--- src/rtl/pnu_pkg.sv ---
package pnu_pkg;
  // Scale turning (max-min)/(2*mean) into tenths of a percent.
  localparam int unsigned PCT_SCALE = 500;
  localparam int unsigned PCT_BITS  = 9;

  typedef enum logic [1:0] {
    RS_IDLE = 2'd0,
    RS_MEAN = 2'd1,
    RS_FIG  = 2'd2
  } rs_state_e;
endpackage

--- src/rtl/pnu_seg_accum.sv ---
module pnu_seg_accum #(
  parameter int DATA_W   = 12,
  parameter int SEG_LEN  = 114,
  parameter int LAST_LEN = 124,
  parameter int NUM_SEG  = 62,
  parameter int CNT_W    = 7,
  parameter int IDX_W    = 6,
  parameter int SUM_W    = 19
) (
  input  logic              clk,
  input  logic              rst_n,
  input  logic              in_valid_i,
  input  logic              in_sol_i,
  input  logic [DATA_W-1:0] in_data_i,
  output logic              close_o,
  output logic              abort_o,
  output logic [DATA_W-1:0] snap_max_o,
  output logic [DATA_W-1:0] snap_min_o,
  output logic [SUM_W-1:0]  snap_sum_o,
  output logic [CNT_W-1:0]  snap_len_o,
  output logic [IDX_W-1:0]  snap_idx_o,
  output logic              snap_last_o
);
  localparam logic [CNT_W-1:0] END_STD  = CNT_W'(SEG_LEN - 1);
  localparam logic [CNT_W-1:0] END_FIN  = CNT_W'(LAST_LEN - 1);
  localparam logic [CNT_W-1:0] LEN_STD  = CNT_W'(SEG_LEN);
  localparam logic [CNT_W-1:0] LEN_FIN  = CNT_W'(LAST_LEN);
  localparam logic [IDX_W-1:0] LAST_IDX = IDX_W'(NUM_SEG - 1);

  function automatic logic [DATA_W-1:0] pick_hi(input logic [DATA_W-1:0] a, input logic [DATA_W-1:0] b);
    return (a > b) ? a : b;
  endfunction

  function automatic logic [DATA_W-1:0] pick_lo(input logic [DATA_W-1:0] a, input logic [DATA_W-1:0] b);
    return (a < b) ? a : b;
  endfunction

  logic              active_q;
  logic [IDX_W-1:0]  seg_q;
  logic [CNT_W-1:0]  pos_q;
  logic [DATA_W-1:0] max_q, min_q;
  logic [SUM_W-1:0]  sum_q;

  logic              take, fresh, is_fin, closing;
  logic [IDX_W-1:0]  seg_eff;
  logic [CNT_W-1:0]  pos_eff;
  logic [DATA_W-1:0] nxt_max, nxt_min;
  logic [SUM_W-1:0]  nxt_sum;

  always_comb begin
    take    = in_valid_i && (in_sol_i || active_q);
    seg_eff = in_sol_i ? '0 : seg_q;
    pos_eff = in_sol_i ? '0 : pos_q;
    fresh   = (pos_eff == '0);
    is_fin  = (seg_eff == LAST_IDX);
    closing = take && (pos_eff == (is_fin ? END_FIN : END_STD));
    nxt_max = fresh ? in_data_i : pick_hi(max_q, in_data_i);
    nxt_min = fresh ? in_data_i : pick_lo(min_q, in_data_i);
    nxt_sum = fresh ? SUM_W'(in_data_i) : sum_q + SUM_W'(in_data_i);
  end

  always_ff @(posedge clk or negedge rst_n) begin
    if (!rst_n) begin
      active_q    <= 1'b0;
      seg_q       <= '0;
      pos_q       <= '0;
      max_q       <= '0;
      min_q       <= '0;
      sum_q       <= '0;
      close_o     <= 1'b0;
      abort_o     <= 1'b0;
      snap_max_o  <= '0;
      snap_min_o  <= '0;
      snap_sum_o  <= '0;
      snap_len_o  <= '0;
      snap_idx_o  <= '0;
      snap_last_o <= 1'b0;
    end else begin
      close_o <= closing;
      abort_o <= in_valid_i && in_sol_i && active_q;
      if (take) begin
        max_q <= nxt_max;
        min_q <= nxt_min;
        sum_q <= nxt_sum;
        if (closing) begin
          snap_max_o  <= nxt_max;
          snap_min_o  <= nxt_min;
          snap_sum_o  <= nxt_sum;
          snap_len_o  <= is_fin ? LEN_FIN : LEN_STD;
          snap_idx_o  <= seg_eff;
          snap_last_o <= is_fin;
          pos_q       <= '0;
          seg_q       <= is_fin ? '0 : seg_eff + 1'b1;
          active_q    <= !is_fin;
        end else begin
          pos_q    <= pos_eff + 1'b1;
          seg_q    <= seg_eff;
          active_q <= 1'b1;
        end
      end
    end
  end
endmodule

--- src/rtl/pnu_seq_div.sv ---
module pnu_seq_div #(
  parameter int W = 21
) (
  input  logic         clk,
  input  logic         rst_n,
  input  logic         start_i,
  input  logic [W-1:0] dividend_i,
  input  logic [W-1:0] divisor_i,
  output logic         busy_o,
  output logic         done_o,
  output logic [W-1:0] quot_o
);
  localparam int CW = $clog2(W + 1);
  localparam logic [CW-1:0] LAST_STEP = CW'(W - 1);

  // One restoring step: returns {remainder, quotient}.
  function automatic logic [2*W-1:0] div_step(input logic [W-1:0] rem,
                                               input logic [W-1:0] quo,
                                               input logic [W-1:0] dv);
    logic [W:0] shifted, diff;
    logic       neg;
    shifted = {rem, quo[W-1]};
    diff    = shifted - {1'b0, dv};
    neg     = diff[W];
    return {(neg ? shifted[W-1:0] : diff[W-1:0]), quo[W-2:0], ~neg};
  endfunction

  logic [W-1:0]  rem_q, dv_q;
  logic [CW-1:0] step_q;
  logic [2*W-1:0] nxt;

  assign nxt = div_step(rem_q, quot_o, dv_q);

  always_ff @(posedge clk or negedge rst_n) begin
    if (!rst_n) begin
      rem_q  <= '0;
      dv_q   <= '0;
      quot_o <= '0;
      step_q <= '0;
      busy_o <= 1'b0;
      done_o <= 1'b0;
    end else begin
      done_o <= 1'b0;
      if (start_i) begin
        rem_q  <= '0;
        dv_q   <= divisor_i;
        quot_o <= dividend_i;
        step_q <= '0;
        busy_o <= 1'b1;
      end else if (busy_o) begin
        rem_q  <= nxt[2*W-1:W];
        quot_o <= nxt[W-1:0];
        if (step_q == LAST_STEP) begin
          busy_o <= 1'b0;
          done_o <= 1'b1;
        end else begin
          step_q <= step_q + 1'b1;
        end
      end
    end
  end
endmodule

--- src/rtl/pnu_result_seq.sv ---
module pnu_result_seq
  import pnu_pkg::*;
#(
  parameter int DATA_W = 12,
  parameter int CNT_W  = 7,
  parameter int IDX_W  = 6,
  parameter int SUM_W  = 19,
  parameter int DIV_W  = 21,
  parameter int FIG_W  = 16
) (
  input  logic              clk,
  input  logic              rst_n,
  input  logic              close_i,
  input  logic [DATA_W-1:0] snap_max_i,
  input  logic [DATA_W-1:0] snap_min_i,
  input  logic [SUM_W-1:0]  snap_sum_i,
  input  logic [CNT_W-1:0]  snap_len_i,
  input  logic [IDX_W-1:0]  snap_idx_i,
  input  logic              snap_last_i,
  input  logic              div_done_i,
  input  logic [DIV_W-1:0]  div_quot_i,
  output logic              div_start_o,
  output logic [DIV_W-1:0]  div_dividend_o,
  output logic [DIV_W-1:0]  div_divisor_o,
  output logic              seg_valid_o,
  output logic [IDX_W-1:0]  seg_idx_o,
  output logic [DATA_W-1:0] seg_max_o,
  output logic [DATA_W-1:0] seg_min_o,
  output logic [DATA_W-1:0] seg_mean_o,
  output logic [FIG_W-1:0]  seg_fig_o,
  output logic              seg_zero_err_o,
  output logic              line_done_o,
  output logic [FIG_W-1:0]  worst_fig_o,
  output logic [IDX_W-1:0]  worst_idx_o
);
  function automatic logic [DIV_W-1:0] scaled_range(input logic [DATA_W-1:0] hi, input logic [DATA_W-1:0] lo);
    return DIV_W'(hi - lo) * DIV_W'(PCT_SCALE);
  endfunction

  function automatic logic [FIG_W-1:0] clamp_fig(input logic [DIV_W-1:0] q);
    return (|q[DIV_W-1:FIG_W]) ? '1 : q[FIG_W-1:0];
  endfunction

  rs_state_e         state_q;
  logic [DATA_W-1:0] h_max, h_min, mean_q;
  logic [IDX_W-1:0]  h_idx;
  logic              h_last;
  logic [FIG_W-1:0]  run_fig;
  logic [IDX_W-1:0]  run_idx;

  logic              mean_ready, fig_ready, zero_mean, better;
  logic [DATA_W-1:0] mean_w;
  logic [FIG_W-1:0]  fig_w;

  always_comb begin
    mean_w         = div_quot_i[DATA_W-1:0];
    mean_ready     = (state_q == RS_MEAN) && div_done_i;
    fig_ready      = (state_q == RS_FIG) && div_done_i;
    div_start_o    = close_i || mean_ready;
    div_dividend_o = close_i ? DIV_W'(snap_sum_i) : scaled_range(h_max, h_min);
    div_divisor_o  = close_i ? DIV_W'(snap_len_i)
                             : ((mean_w == '0) ? DIV_W'(1) : DIV_W'(mean_w));
    zero_mean      = (mean_q == '0);
    fig_w          = zero_mean ? '1 : clamp_fig(div_quot_i);
    better         = (h_idx == '0) || (fig_w > run_fig);
  end

  always_ff @(posedge clk or negedge rst_n) begin
    if (!rst_n) begin
      state_q        <= RS_IDLE;
      h_max          <= '0;
      h_min          <= '0;
      h_idx          <= '0;
      h_last         <= 1'b0;
      mean_q         <= '0;
      run_fig        <= '0;
      run_idx        <= '0;
      seg_valid_o    <= 1'b0;
      seg_idx_o      <= '0;
      seg_max_o      <= '0;
      seg_min_o      <= '0;
      seg_mean_o     <= '0;
      seg_fig_o      <= '0;
      seg_zero_err_o <= 1'b0;
      line_done_o    <= 1'b0;
      worst_fig_o    <= '0;
      worst_idx_o    <= '0;
    end else begin
      seg_valid_o <= 1'b0;
      line_done_o <= 1'b0;
      if (close_i) begin
        h_max   <= snap_max_i;
        h_min   <= snap_min_i;
        h_idx   <= snap_idx_i;
        h_last  <= snap_last_i;
        state_q <= RS_MEAN;
      end else if (mean_ready) begin
        mean_q  <= mean_w;
        state_q <= RS_FIG;
      end else if (fig_ready) begin
        state_q        <= RS_IDLE;
        seg_valid_o    <= 1'b1;
        seg_idx_o      <= h_idx;
        seg_max_o      <= h_max;
        seg_min_o      <= h_min;
        seg_mean_o     <= mean_q;
        seg_fig_o      <= fig_w;
        seg_zero_err_o <= zero_mean;
        if (better) begin
          run_fig <= fig_w;
          run_idx <= h_idx;
        end
        if (h_last) begin
          line_done_o <= 1'b1;
          worst_fig_o <= better ? fig_w : run_fig;
          worst_idx_o <= better ? h_idx : run_idx;
        end
      end
    end
  end
endmodule

--- src/rtl/pnu_stats_engine.sv ---
module pnu_stats_engine
  import pnu_pkg::*;
#(
  parameter int DATA_W   = 12,
  parameter int SEG_LEN  = 114,
  parameter int LAST_LEN = 124,
  parameter int NUM_SEG  = 62,
  parameter int FIG_W    = 16,
  localparam int CNT_W   = $clog2(LAST_LEN + 1),
  localparam int IDX_W   = $clog2(NUM_SEG)
) (
  input  logic              clk,
  input  logic              rst_n,
  input  logic              in_valid_i,
  input  logic              in_sol_i,
  input  logic [DATA_W-1:0] in_data_i,
  output logic              seg_valid_o,
  output logic [IDX_W-1:0]  seg_idx_o,
  output logic [DATA_W-1:0] seg_max_o,
  output logic [DATA_W-1:0] seg_min_o,
  output logic [DATA_W-1:0] seg_mean_o,
  output logic [FIG_W-1:0]  seg_fig_o,
  output logic              seg_zero_err_o,
  output logic              line_done_o,
  output logic [FIG_W-1:0]  worst_fig_o,
  output logic [IDX_W-1:0]  worst_idx_o,
  output logic              short_line_o
);
  localparam int SUM_W  = DATA_W + CNT_W;
  localparam int PROD_W = DATA_W + int'(PCT_BITS);
  localparam int DIV_W  = (SUM_W > PROD_W) ? SUM_W : PROD_W;

  // Named internal events, observed by the bound checker.
  logic              seg_close;
  logic              seg_abort;
  logic              div_start;
  logic              div_busy;
  logic              div_done;
  logic [DIV_W-1:0]  div_quot, div_dividend, div_divisor;
  logic [DATA_W-1:0] snap_max, snap_min;
  logic [SUM_W-1:0]  snap_sum;
  logic [CNT_W-1:0]  snap_len;
  logic [IDX_W-1:0]  snap_idx;
  logic              snap_last;

  pnu_seg_accum #(
    .DATA_W(DATA_W), .SEG_LEN(SEG_LEN), .LAST_LEN(LAST_LEN), .NUM_SEG(NUM_SEG),
    .CNT_W(CNT_W), .IDX_W(IDX_W), .SUM_W(SUM_W)
  ) u_accum (
    .clk(clk), .rst_n(rst_n),
    .in_valid_i(in_valid_i), .in_sol_i(in_sol_i), .in_data_i(in_data_i),
    .close_o(seg_close), .abort_o(seg_abort),
    .snap_max_o(snap_max), .snap_min_o(snap_min), .snap_sum_o(snap_sum),
    .snap_len_o(snap_len), .snap_idx_o(snap_idx), .snap_last_o(snap_last)
  );

  pnu_seq_div #(.W(DIV_W)) u_div (
    .clk(clk), .rst_n(rst_n),
    .start_i(div_start), .dividend_i(div_dividend), .divisor_i(div_divisor),
    .busy_o(div_busy), .done_o(div_done), .quot_o(div_quot)
  );

  pnu_result_seq #(
    .DATA_W(DATA_W), .CNT_W(CNT_W), .IDX_W(IDX_W), .SUM_W(SUM_W),
    .DIV_W(DIV_W), .FIG_W(FIG_W)
  ) u_seq (
    .clk(clk), .rst_n(rst_n),
    .close_i(seg_close),
    .snap_max_i(snap_max), .snap_min_i(snap_min), .snap_sum_i(snap_sum),
    .snap_len_i(snap_len), .snap_idx_i(snap_idx), .snap_last_i(snap_last),
    .div_done_i(div_done), .div_quot_i(div_quot),
    .div_start_o(div_start), .div_dividend_o(div_dividend), .div_divisor_o(div_divisor),
    .seg_valid_o(seg_valid_o), .seg_idx_o(seg_idx_o),
    .seg_max_o(seg_max_o), .seg_min_o(seg_min_o), .seg_mean_o(seg_mean_o),
    .seg_fig_o(seg_fig_o), .seg_zero_err_o(seg_zero_err_o),
    .line_done_o(line_done_o), .worst_fig_o(worst_fig_o), .worst_idx_o(worst_idx_o)
  );

  assign short_line_o = seg_abort;
endmodule

--- config.mk ---
export PLATFORM = sky130hd
export DESIGN_NAME = pnu_stats_engine
export DESIGN_NICKNAME = d
export VERILOG_FILES = /design/src/rtl/pnu_pkg.sv /design/src/rtl/pnu_seg_accum.sv /design/src/rtl/pnu_seq_div.sv /design/src/rtl/pnu_result_seq.sv /design/src/rtl/pnu_stats_engine.sv
export SDC_FILE = /design/constraint.sdc
export NUM_CORES = 1
export LEC_CHECK = 0
export BUFFER_PORTS_ARGS = -buffer_cell sky130_fd_sc_hd__buf_2
export CORE_ASPECT_RATIO = 0.75
export CORE_MARGIN = 4
export CORE_UTILIZATION = 56
export CTS_CLUSTER_DIAMETER = 80
export DETAILED_ROUTE_END_ITERATION = 10
export GPL_ROUTABILITY_DRIVEN = 0
export MAX_ROUTING_LAYER = met4
export PLACE_DENSITY = 0.79
export SETUP_SLACK_MARGIN = 0.3
export SYNTH_ARGS = -nofsm -noshare
export SYNTH_HDL_FRONTEND = slang
export SYNTH_SLANG_ARGS = --single-unit
--- constraint.sdc ---
create_clock -name clk -period 6.38 [get_ports clk]
set_clock_uncertainty 0.1 [all_clocks]
set_input_delay 0.319 -clock clk [delete_from_list [all_inputs] [get_ports clk]]
set_output_delay 0.319 -clock clk [all_outputs]
set_load 0.005 [all_outputs]
==> results.json <==
{
  "drtPass1Iterations": 9,
  "syn_to_final_growth_pct": 13.4,
  "drt_wl_total_mm": 45.5,
  "vias": 14700,
  "grt_pass1_vias": 14500,
  "drv_slew": 0,
  "synth-edff-count": 0,
  "htreeDepth": 2,
  "nets": 2214,
  "vias_per_cell": 5.87,
  "antenna_found_initial": 1,
  "cts.sinks": 322,
  "cp-start-kind": "flip-flop",
  "place_ws_ns": 0.130,
  "grt_usage_pct": 26.3,
  "drt-met1-wl_mm": 20.5,
  "hold_violations": 0,
  "layout-drive-gt1-share_pct": 12.6,
  "yosysSeqAreaShare_pct": 44.5,
  "status": "finished, final reports clean",
  "dpl-instance-area_mm2": 0.0191,
  "hp-start": "in_data_i[5]",
  "timing.setup.tns_ns": 0,
  "routed-wl-met2_mm": 20.1,
  "hold_depth": 2,
  "postLayoutSetupSlackWorst_ns": 0.507,
  "syn_avg_cell_area_um2": 9.27,
  "grt-ovfl-total": 0,
  "grt_max_degree": 137,
  "netlist_area_mm2": 0.0181,
  "period_share_pct": 92.1,
  "nFillCells": 2482,
  "ioPinCount": 100,
  "r2r-start": "u_seq.h_min[0]",
  "rsz0062_at_grt": "no",
  "grt_pass1_wl_mm": 74.2,
  "critPathSlowestCell": "fa_1",
  "min_to": "u_accum.max_q[5]",
  "fin_area_mm2": 0.0205,
  "synth_ff_type": "dfrtp_1",
  "period_minus_slack_ns": 5.87,
  "clk_path_buf_depth": 3,
  "dieHeight_um": 164,
  "root_buffer": "clkbuf_16",
  "top_layer": "met4",
  "yosysWarnings": 0,
  "synth.ff_latch_count": 322,
  "chipWidth_um": 216,
  "ff2ff_path_depth": 22,
  "met3WireLength_mm": 3.85,
  "worstSetupPathType": "reg2reg",
  "drcViolationCount": 0,
  "reg2reg_slack_ns": 0.51,
  "worst_slew_pin_slew_ns": 1.23,
  "slew_headroom_pct": 17.7,
  "power_density_mw_per_mm2": 241,
  "leakage_nw": 10.2,
  "start_util_pct": 57.3,
  "tritoncts": "built",
  "io_buffers": 99,
  "numCtsBuffers": 34,
  "regToRegEndpoint": "u_div.quot_o[17]",
  "synth_nets": 2125,
  "max_freq_mhz": 170,
  "setup_violations": 0,
  "ys_types": 64,
  "die_area_mm2": 0.0353,
  "postSynthCellCount": 1953,
  "vdd_drop_max_uv": 229,
  "async_flop_share_pct": 100,
  "dpl.hpwl_mm": 32.1,
  "end_kind": "flip-flop",
  "cp_data_arrival_time_ns": 6.18,
  "drtIter0Drc": 1599,
  "clock_latency_ns": 0.54,
  "wl_per_cell_um": 18.2,
  "placed_cells": 2427,
  "required_ns": 6.69,
  "critPathMaxFanout": 5,
  "final_cells": 2502,
  "hold_class": "in2reg",
  "cpMostUsedCell": "fa_1",
  "cap_violations": 0,
  "clk_pin_slew_ns": 0.06,
  "worst_path_largest_cell_delay_ns": 0.57,
  "final_antenna_net_count": 0,
  "core_area_mm2": 0.0316,
  "rows": 56,
  "path_cells": "ha_1 > fa_2 > nor2b_2 > o31a_1 > o21ai_0 > nor2b_2 > xnor2_2 > xnor2_4 > inv_1 > fa_1 > fa_1 > fa_1 > inv_1 > ha_2 > a21oi_2 > o21bai_1 > a221oi_4 > o211ai_1 > a21oi_2 > xnor2_1 > a222oi_1 > nor2_1"
}
-- synth_stat cells (41+ instances only) --
master / n / area, um^2
ha_1: 115 / 1440
xnor2_1: 59 / 517
dfrtp_1: 322 / 8060
inv_1: 161 / 604
clkbuf_1: 69 / 259
nor2_1: 110 / 413
fa_1: 41 / 821
o21ai_0: 163 / 816
a21oi_1: 101 / 505
nand2_1: 334 / 1250
o21ai_1: 83 / 415
-- sequential cells by signal, indices dropped and copies added, names as in the netlist, 7 cells and up --
| name | cells |
|---|---|
| u_accum.max_q | 12 |
| u_accum.min_q | 12 |
| u_accum.pos_q | 7 |
| u_accum.snap_max_o | 12 |
| u_accum.snap_min_o | 12 |
| u_accum.snap_sum_o | 19 |
| u_accum.sum_q | 19 |
| u_div.dv_q | 12 |
| u_div.quot_o | 21 |
| u_div.rem_q | 21 |
| u_seq.h_max | 12 |
| u_seq.h_min | 12 |
| u_seq.mean_q | 12 |
| u_seq.run_fig | 16 |
| u_seq.seg_fig_o | 16 |
| u_seq.seg_max_o | 12 |
| u_seq.seg_mean_o | 12 |
| u_seq.seg_min_o | 12 |
| u_seq.worst_fig_o | 16 |
-- how the worst max path moves through the flow --
stage	end	slack [ns]	startpoint
global placement	u_div.quot_o[18]	0.45	u_seq.h_min[0]
CTS	u_div.quot_o[18]	0.38	u_seq.h_min[0]
global route	u_div.quot_o[17]	0.23	u_seq.h_min[0]
floorplan	u_div.quot_o[18]	0.46	u_seq.h_min[0]
detailed placement	u_div.quot_o[18]	0.13	u_seq.h_min[0]
finish	u_div.quot_o[17]	0.51	u_seq.h_min[0]
-- final cells by class --
type	count	area (um^2)	share of cell area, %
Multi-Input combinational cell	1384	9320	45.4
Clock buffer	50	1040	5.08
Timing Repair Buffer	134	790	3.85
Clock inverter	10	155	0.756
Antenna cell	1	2.50	0.0122
Inverter	166	623	3.03
Tap cell	435	544	2.65
Sequential cell	322	8060	39.3
-- kinds of logic (layout without fill, tap and decap cells) --
family                     Yosys count  in the layout  synth area share, %
xor gates and xnor gates            77             77                 3.72
AOI/OAI and AO/OA                  474            474                 15.0
buffers and inverters              247            360                 5.16
and+or+nand+nor                    597            597                 14.4
muxes                               77             77                 4.59
DFF                                322            322                 44.5
other                                0              1                    0
adders and majority gates          159            159                 12.6
-- critical path, delay by kind of cell, from the launching register on --
family	cells	cell delay, ns
flops	1	0.40
simple gates	3	0.41
fa+ha+maj	6	2.49
buf+inv	2	0.15
xor+xnor	3	0.55
compound gates	8	1.66
-- metal layers --
layer	up-vias	GRT usage, %
met5	-	-
met4	0	6.85
met3	104	5.20
met2	579	39.2
met1	7195	37.5
li1	6799	-
-- stage by stage --
step                      hold slack, ns  utilization [%]  power, mW
after global placement             0.356             60.3       2.84
final                             0.0221             65.0       4.95
after global routing              0.0158             65.0       5.16
after floorplan                  -0.0766                -       2.67
after CTS                        0.00459             64.3       4.96
after detailed placement           0.358             60.3       2.87
-- power breakdown --
| part | leakage, nW | switching, mW | internal [mW] | total, mW |
|---|---|---|---|---|
| combinational | 5.17 | 0.392 | 0.260 | 0.652 |
| sequential | 4.40 | 0.0738 | 2.12 | 2.20 |
| clock | 0.592 | 0.840 | 1.26 | 2.10 |
-- placed cells by master (no fill, tap or decap), types with 17 or more instances in the layout --
master,n
a21o_1,19
mux2_1,27
ha_1,112
nor2_1,108
fa_1,40
buf_4,31
clkbuf_16,35
dfrtp_1,321
inv_1,160
o21ai_1,81
a31oi_1,21
xnor2_1,52
buf_2,98
nand2b_1,21
a21oi_1,98
xor2_1,17
nand2_1,334
mux2i_1,28
o21ai_0,163
nand3_1,27
mux2_2,22
-- timing repair --
action,in CTS,in global routing
resized for setup,6,22
endpoints found under the setup margin,6,7
hold buffers,2,0
endpoints found under the hold margin,123,0
buffers inserted,0,12
pin swaps,0,13
Power figures use the tool's default switching activity.
